$ cat config.mk
export PLATFORM = sky130hd
export DESIGN_NAME = xfade_top
export DESIGN_NICKNAME = d
export VERILOG_FILES = /design/src/rtl/xfade_pkg.sv /design/src/rtl/xfade_ctrl.sv /design/src/rtl/xfade_datapath.sv /design/src/rtl/xfade_top.sv
export SDC_FILE = /design/constraint.sdc
export NUM_CORES = 1
export LEC_CHECK = 0
export BUFFER_PORTS_ARGS = -buffer_cell sky130_fd_sc_hd__buf_4
export CORE_ASPECT_RATIO = 0.7
export CORE_MARGIN = 2
export CORE_UTILIZATION = 32
export DETAILED_ROUTE_END_ITERATION = 7
export HOLD_SLACK_MARGIN = 0.02
export PLACE_DENSITY = 0.48
export SLEW_MARGIN = 10
export SYNTH_ARGS = -nofsm -noshare
export SYNTH_HDL_FRONTEND = slang
export SYNTH_HIERARCHICAL = 1
export SYNTH_SLANG_ARGS = --single-unit
$ cat constraint.sdc
create_clock -name clk -period 5.7 [get_ports clk]
set_clock_uncertainty 0.2 [all_clocks]
set_input_delay 1.14 -clock clk [delete_from_list [all_inputs] [get_ports clk]]
set_output_delay 1.14 -clock clk [all_outputs]
set_load 0.01 [all_outputs]
$ cat src/rtl/xfade_pkg.sv
package xfade_pkg;
  // Pipeline depth: multiply, sum, clamp/pack
  localparam int STAGES = 3;

  typedef struct packed {
    logic advance;     // all stages shift this cycle
    logic loadWeight;  // capture weightIn into the weight register
  } stageCtl_t;
endpackage

$ cat src/rtl/xfade_ctrl.sv
module xfade_ctrl
  import xfade_pkg::*;
(
  input  logic      clk,
  input  logic      rst_n,
  input  logic      frameStart,
  input  logic      inValid,
  input  logic      outReady,
  output logic      inReady,
  output logic      outValid,
  output stageCtl_t ctl
);
  logic [STAGES-1:0] vPipe;
  logic pipeEmpty;

  assign pipeEmpty      = ~|vPipe;
  assign ctl.advance    = ~vPipe[STAGES-1] | outReady;
  assign ctl.loadWeight = frameStart & pipeEmpty;
  assign inReady        = ctl.advance;
  assign outValid       = vPipe[STAGES-1];

  always_ff @(posedge clk) begin
    if (!rst_n) begin
      vPipe <= '0;
    end else if (ctl.advance) begin
      vPipe <= {vPipe[STAGES-2:0], inValid};
    end
  end


  valid_hold_chk: assert property (@(posedge clk) disable iff (!rst_n)
    outValid && !outReady |=> outValid);


  latency_chk: assert property (@(posedge clk) disable iff (!rst_n)
    outValid && $past(outReady) && $past(outReady, 2) && $past(outReady, 3)
      |-> $past(inValid, 3));
endmodule

$ cat src/rtl/xfade_datapath.sv
module xfade_datapath
  import xfade_pkg::*;
#(
  parameter int PIX_W = 8,
  parameter int LANES = 2,
  parameter int W_W   = 16
) (
  input  logic                   clk,
  input  logic                   rst_n,
  input  stageCtl_t              ctl,
  input  logic [W_W-1:0]         weightIn,
  input  logic [LANES*PIX_W-1:0] inA,
  input  logic [LANES*PIX_W-1:0] inB,
  output logic [LANES*PIX_W-1:0] outData
);
  localparam int PROD_W = 2 * PIX_W;
  localparam int SUM_W  = PROD_W + 1;

  logic [W_W-1:0]   weightReg;
  logic [PIX_W-1:0] wHi;
  logic [PIX_W-1:0] compHi;
  logic [W_W-1:0]   weightComp;

  always_ff @(posedge clk) begin
    if (!rst_n)              weightReg <= '0;
    else if (ctl.loadWeight) weightReg <= weightIn;
  end

  assign weightComp = {W_W{1'b1}} - weightReg;
  assign wHi        = weightReg[W_W-1 -: PIX_W];
  assign compHi     = weightComp[W_W-1 -: PIX_W];

  logic unusedLowWeight;
  assign unusedLowWeight = ^{weightReg[W_W-PIX_W-1:0], weightComp[W_W-PIX_W-1:0]};

  for (genvar ln = 0; ln < LANES; ln++) begin : g_lane
    logic [PIX_W-1:0]  pixA, pixB;
    logic [PROD_W-1:0] prodA, prodB;
    logic [SUM_W-1:0]  sumQ;
    logic [PIX_W-1:0]  pixOut;

    assign pixA = inA[ln*PIX_W +: PIX_W];
    assign pixB = inB[ln*PIX_W +: PIX_W];

    always_ff @(posedge clk) begin
      if (!rst_n) begin
        prodA  <= '0;
        prodB  <= '0;
        sumQ   <= '0;
        pixOut <= '0;
      end else if (ctl.advance) begin
        prodA  <= PROD_W'(wHi) * PROD_W'(pixA);
        prodB  <= PROD_W'(compHi) * PROD_W'(pixB);
        sumQ   <= {1'b0, prodA} + {1'b0, prodB};
        pixOut <= sumQ[SUM_W-1] ? {PIX_W{1'b1}} : sumQ[PROD_W-1 -: PIX_W];
      end
    end

    assign outData[ln*PIX_W +: PIX_W] = pixOut;


    no_overflow_chk: assert property (@(posedge clk) disable iff (!rst_n)
      !sumQ[SUM_W-1]);
  end
endmodule

$ cat src/rtl/xfade_top.sv
module xfade_top
  import xfade_pkg::*;
(
  input  logic        clk,
  input  logic        rst_n,
  input  logic        frameStart,
  input  logic [15:0] weightIn,
  input  logic        inValid,
  output logic        inReady,
  input  logic [15:0] inA,
  input  logic [15:0] inB,
  output logic        outValid,
  input  logic        outReady,
  output logic [15:0] outData
);
  stageCtl_t ctl;

  xfade_ctrl u_ctrl (
    .clk        (clk),
    .rst_n      (rst_n),
    .frameStart (frameStart),
    .inValid    (inValid),
    .outReady   (outReady),
    .inReady    (inReady),
    .outValid   (outValid),
    .ctl        (ctl)
  );

  xfade_datapath #(.PIX_W(8), .LANES(2), .W_W(16)) u_dp (
    .clk      (clk),
    .rst_n    (rst_n),
    .ctl      (ctl),
    .weightIn (weightIn),
    .inA      (inA),
    .inB      (inB),
    .outData  (outData)
  );


  out_hold_chk: assert property (@(posedge clk) disable iff (!rst_n)
    outValid && !outReady |=> $stable(outData));
endmodule

Word level (Yosys, flattened, before mapping) --
Cells that the tools add are included.
Word-level totals: bits in latches 0, output and inout bits 18, ROM bits 0, flip-flop bits (word level) 133, logic and storage cells 24, memories kept 0, RAM bits 0, bits of input ports 53
Cells by class: div/mod/pow operators 0, reduce and logical (&&, ||, !) cells 2, $mul 4, muxes and demuxes 2, $add $sub $neg 3, bitwise logic cells 3, order comparisons 0, shift operators 0, equality and inequality tests 0
Operators by type and width (count):
- $mul A8 B8 Y16 | 4
- $add A16 B16 Y17 | 2
- $mux W8 | 2
- $sub A16 B16 Y16 const A | 1
- $reduce_or A3 Y1 | 1
- $and A1 B1 Y1 | 1
- $logic_not A1 Y1 | 1
- $not A1 Y1 | 1
- $or A1 B1 Y1 | 1

Longest topological paths before layout --
word-level depth 3, depth in mapped cells 18, depth with buffers taken out 17

Hierarchy --
The synthesis kept the hierarchy.
Modules (own cells, without submodules):
- xfade_datapath | area an instance 12863.6 um^2, cells an instance 1472, times used 1
- xfade_ctrl | area an instance 132.6 um^2, cells an instance 13, times used 1

Worst setup path before layout --
Ideal clock, no wire load.
kind input to register, start point input port inB[2], end point register u_dp.g_lane[0].prodB[15], arrival time 4.636 ns, required time 5.367 ns, stages 15, slack 0.731 ns, path buffers 0, library setup time 0.133 ns, cell sequence nor2b_1 -> fa_1 -> inv_1 -> fa_1 -> fa_1 -> fa_1 -> inv_1 -> ha_1 -> o21a_1 -> o31ai_2 -> a21oi_1 -> a41o_1 -> o41ai_2 -> xnor2_1 -> a21oi_1
Between the ends: word-level cells in the longest chain between the ends 1
Ends and longest elaborated chain:
- from (decl) | RTL line xfade_top.sv:11 | input logic [15:0] inB,
- $mul A8 B8 Y16 | RTL line xfade_datapath.sv:53 | prodB <= PROD_W'(compHi) * PROD_W'(pixB);
- to (signal assigned) | RTL line xfade_datapath.sv:53
- to (decl) | RTL line xfade_datapath.sv:38 | logic [PROD_W-1:0] prodA, prodB;
No other way between the ends. A chain may end at the register's enable or synchronous reset.

Worst setup path in the final report --
start point register u_dp.weightReg[10], end point register u_dp.g_lane[1].prodB[15]
Between the ends: word-level cells in the longest chain between the ends 2
Ends and longest elaborated chain:
- from (decl) | RTL line xfade_datapath.sv:19 | logic [W_W-1:0] weightReg;
- from (signal assigned) | RTL line xfade_datapath.sv:26 | else if (ctl.loadWeight) weightReg <= weightIn;
- $sub A16 B16 Y16 | RTL line xfade_datapath.sv:29 | assign weightComp = {W_W{1'b1}} - weightReg;
- $mul A8 B8 Y16 | RTL line xfade_datapath.sv:53
- to (signal assigned) | RTL line xfade_datapath.sv:53
- to (decl) | RTL line xfade_datapath.sv:38
No other way between the ends.

==> impl_metrics.yaml <==
sta:
  period_minus_slack_ns: 5.19
  finalCritPeriodShare_pct: 91.1
  slew_viol_final: 0
  whs_ns: 0.261
  hold_viol: 0
  worst_pin_slew_ns: 0.985
  tns_ns: 0
  max_slew_margin_pct: 34.1
  finalSetupViolations: 0
  max_freq_ghz: 0.193
  grt_setup_unrepaired: "no"
pwr:
  irDropWorstVdd_mv: 0.240
  p_leak_nw: 7.23
  powerDensity_nw_per_um2: 358
synthesis:
  synth-edff-count: 0
  yosysSeqAreaShare_pct: 16.8
  synth_cell_types: 57
  synth_fp_nets: 1856
  synthCells: 1485
  avgSynthCellArea_sq_um: 8.75
  ys_ff_latch: 109
  ys_async_sr_fraction_pct: 0
  synth_area_sq_um: 13000
  synth_ff_type: "dfxtp_1"
  synth_warnings: 6
critical_path:
  reg2reg_setup_slack_ns: 0.51
  cp_max_fo: 13
  critPathKind: "reg2reg"
  worst-endpoint-arrival_ns: 5.26
  required_ns: 5.77
  cp-end-kind: "flip-flop"
  cp-start-kind: "flip-flop"
global_route:
  antenna_found_initial: 0
  grt_max_degree: 42
  grt_overflow: 0
  grt_usage_pct: 16.7
  grt_pass1_wl_microns: 55600
  first_global_vias: 9514
routing:
  via_per_inst: 4.80
  num_vias: 9955
  drc_errors: 0
  drtIter0Drc: 528
  first_pass_iters: 5
  wl_per_cell_microns: 16.6
  wl_microns: 34500
  antenna_left: 0
clock_network:
  post_cts_resized: 0
  cts_hold_buf: 0
  cts_htree_levels: 3
  cts_setup_buffers: 0
  clk_pin_slew_ns: 0.08
  clockRootBuffer: "clkbuf_16"
  clk_latency_ns: 0.37
  cts_buffers: 9
  cts_tree: "yes"
  clk_path_buf_depth: 2
  cts.sinks: 109
floorplan:
  io_pins: 71
  die_area_sq_um: 42300
  placeableCoreArea_sq_um: 39800
  start_util_pct: 32.6
  die_height_microns: 173
  die_w_microns: 245
  row_count: 61
place:
  numPortBuffers: 62
  gp_congestion: 0.806
  hpwl_microns: 27500
layout:
  area_growth_syn_to_layout_pct: 11.4
  final_nets: 1905
  n_antenna_cell: 0
  drive_gt1_share_pct: 7.99
run_status:
  status: "finished, final reports clean"
min_path:
  hp-class: "reg2reg"
run:
  drv_cap: 0
[sequential cells by signal, summed over array words and instances, names as in the netlist]
register and flops:
u_dp/g_lane.sumQ 18, u_dp/g_lane.pixOut 16, u_dp/weightReg 8, u_ctrl/vPipe 3
u_dp/g_lane.prodB 32, u_dp/g_lane.prodA 32
[cell type report]
class                      instances  area [sq um]
fill                            4143         25400
multi-input combinational       1113          9830
sequential                       109          2180
inverter                         208           781
timing repair buffer              93           711
tap                              535           669
clock buffer                      10           229
clock inverter                     6          82.6
[logic make-up (layout without fill, tap and decap cells)]
kind of cell / count (synthesis) / in the layout / share of synthesized area, %
XOR/XNOR: 42 / 42 / 2.83
buffers and inverters: 263 / 317 / 7.65
flip-flops: 109 / 109 / 16.8
AND/OR/NAND/NOR: 510 / 510 / 20.9
AO/OA/AOI/OAI: 209 / 209 / 10.3
adder cells (fa/ha/maj): 318 / 318 / 38.9
multiplexers: 34 / 34 / 2.62
[layout by cell type, fill, tap and decap left out, drive strengths merged, types with 55 or more instances in the layout]
cell   netlist  final
and2       105    105
nor2       100    100
ha         174    174
inv        207    210
nor2b      115    115
dfxtp      109    109
fa         144    144
o21ai       55     55
buf          2     93
nand2       81     81
[path summary, 6_finish.rpt]
kind	startpoint	end	depth (start not counted)
setup / recovery	u_dp/weightReg[10]	u_dp/g_lane[1].prodB[15]	16
setup reg to reg	u_dp/weightReg[10]	u_dp/g_lane[1].prodB[15]	16
hold / removal	u_dp/g_lane[1].sumQ[8]	u_dp/g_lane[1].sumQ[8]	2
hold reg to reg	u_dp/g_lane[1].sumQ[8]	u_dp/g_lane[1].sumQ[8]	2
[stage by stage]
step           instances  utilization [%]  setup WS, ns  area (sq um)  total power [W]
2_1_floorplan       1485                -         0.731         13000          0.00360
3_3_place_gp        2058             35.6         0.214         14200          0.00449
3_5_place_dp        2058             35.6         0.206         14200          0.00453
4_1_cts             2074             36.4         0.526         14500          0.00524
5_1_grt             2074             36.4         0.299         14500          0.00576
6_report            2074             36.4         0.509         14500          0.00519
[metal layers]
metal	routed length (microns)	vias up	global-route usage, %	part of all wire, %
li1	-	4944	-	-
met1	19900	4850	28.5	58
met2	13300	148	21.9	38
met3	1060	13	2.11	3.1
met4	212	0	2.24	0.61
met5	0	-	0	0
[Yosys cell counts, drive strengths merged, types with 8 or more instances]
cell    number  area (sq um)
a31oi       18           113
fa         144          2880
nand2b      34           213
and3         8          50.1
clkbuf      53           199
o22ai       17           106
a21oi       51           255
a211oi      10          75.1
ha         174          2180
nand3       17          85.1
nand2       81           304
nand4       10          62.6
and2       105           657
nor2b      115           734
nor3        27           135
o21ai       55           275
inv        207           777
mux2i       34           340
a21o         8          60.1
xnor2       27           236
xor2        15           131
nor2       100           375
dfxtp      109          2180
[worst max-delay path, cell delays in order, from the launching register on]
cell	delay [ns]
dfxtp_1	0.84
buf_4	0.32
nand2b_1	0.16
fa_1	0.43
fa_1	0.51
inv_1	0.05
fa_1	0.48
inv_1	0.05
fa_1	0.47
inv_1	0.04
ha_1	0.31
a21boi_2	0.24
o41ai_2	0.09
buf_4	0.16
o311ai_2	0.35
xnor2_1	0.16
a211oi_1	0.24
[where the power goes]
part	leakage [nW]	internal, W	switching [W]
sequential	0.898	0.000955	0.000146
clock	0.148	0.000351	0.000330
combinational	6.18	0.00151	0.00190
total	7.23	0.00282	0.00237
(Power assumes the default switching activity.)
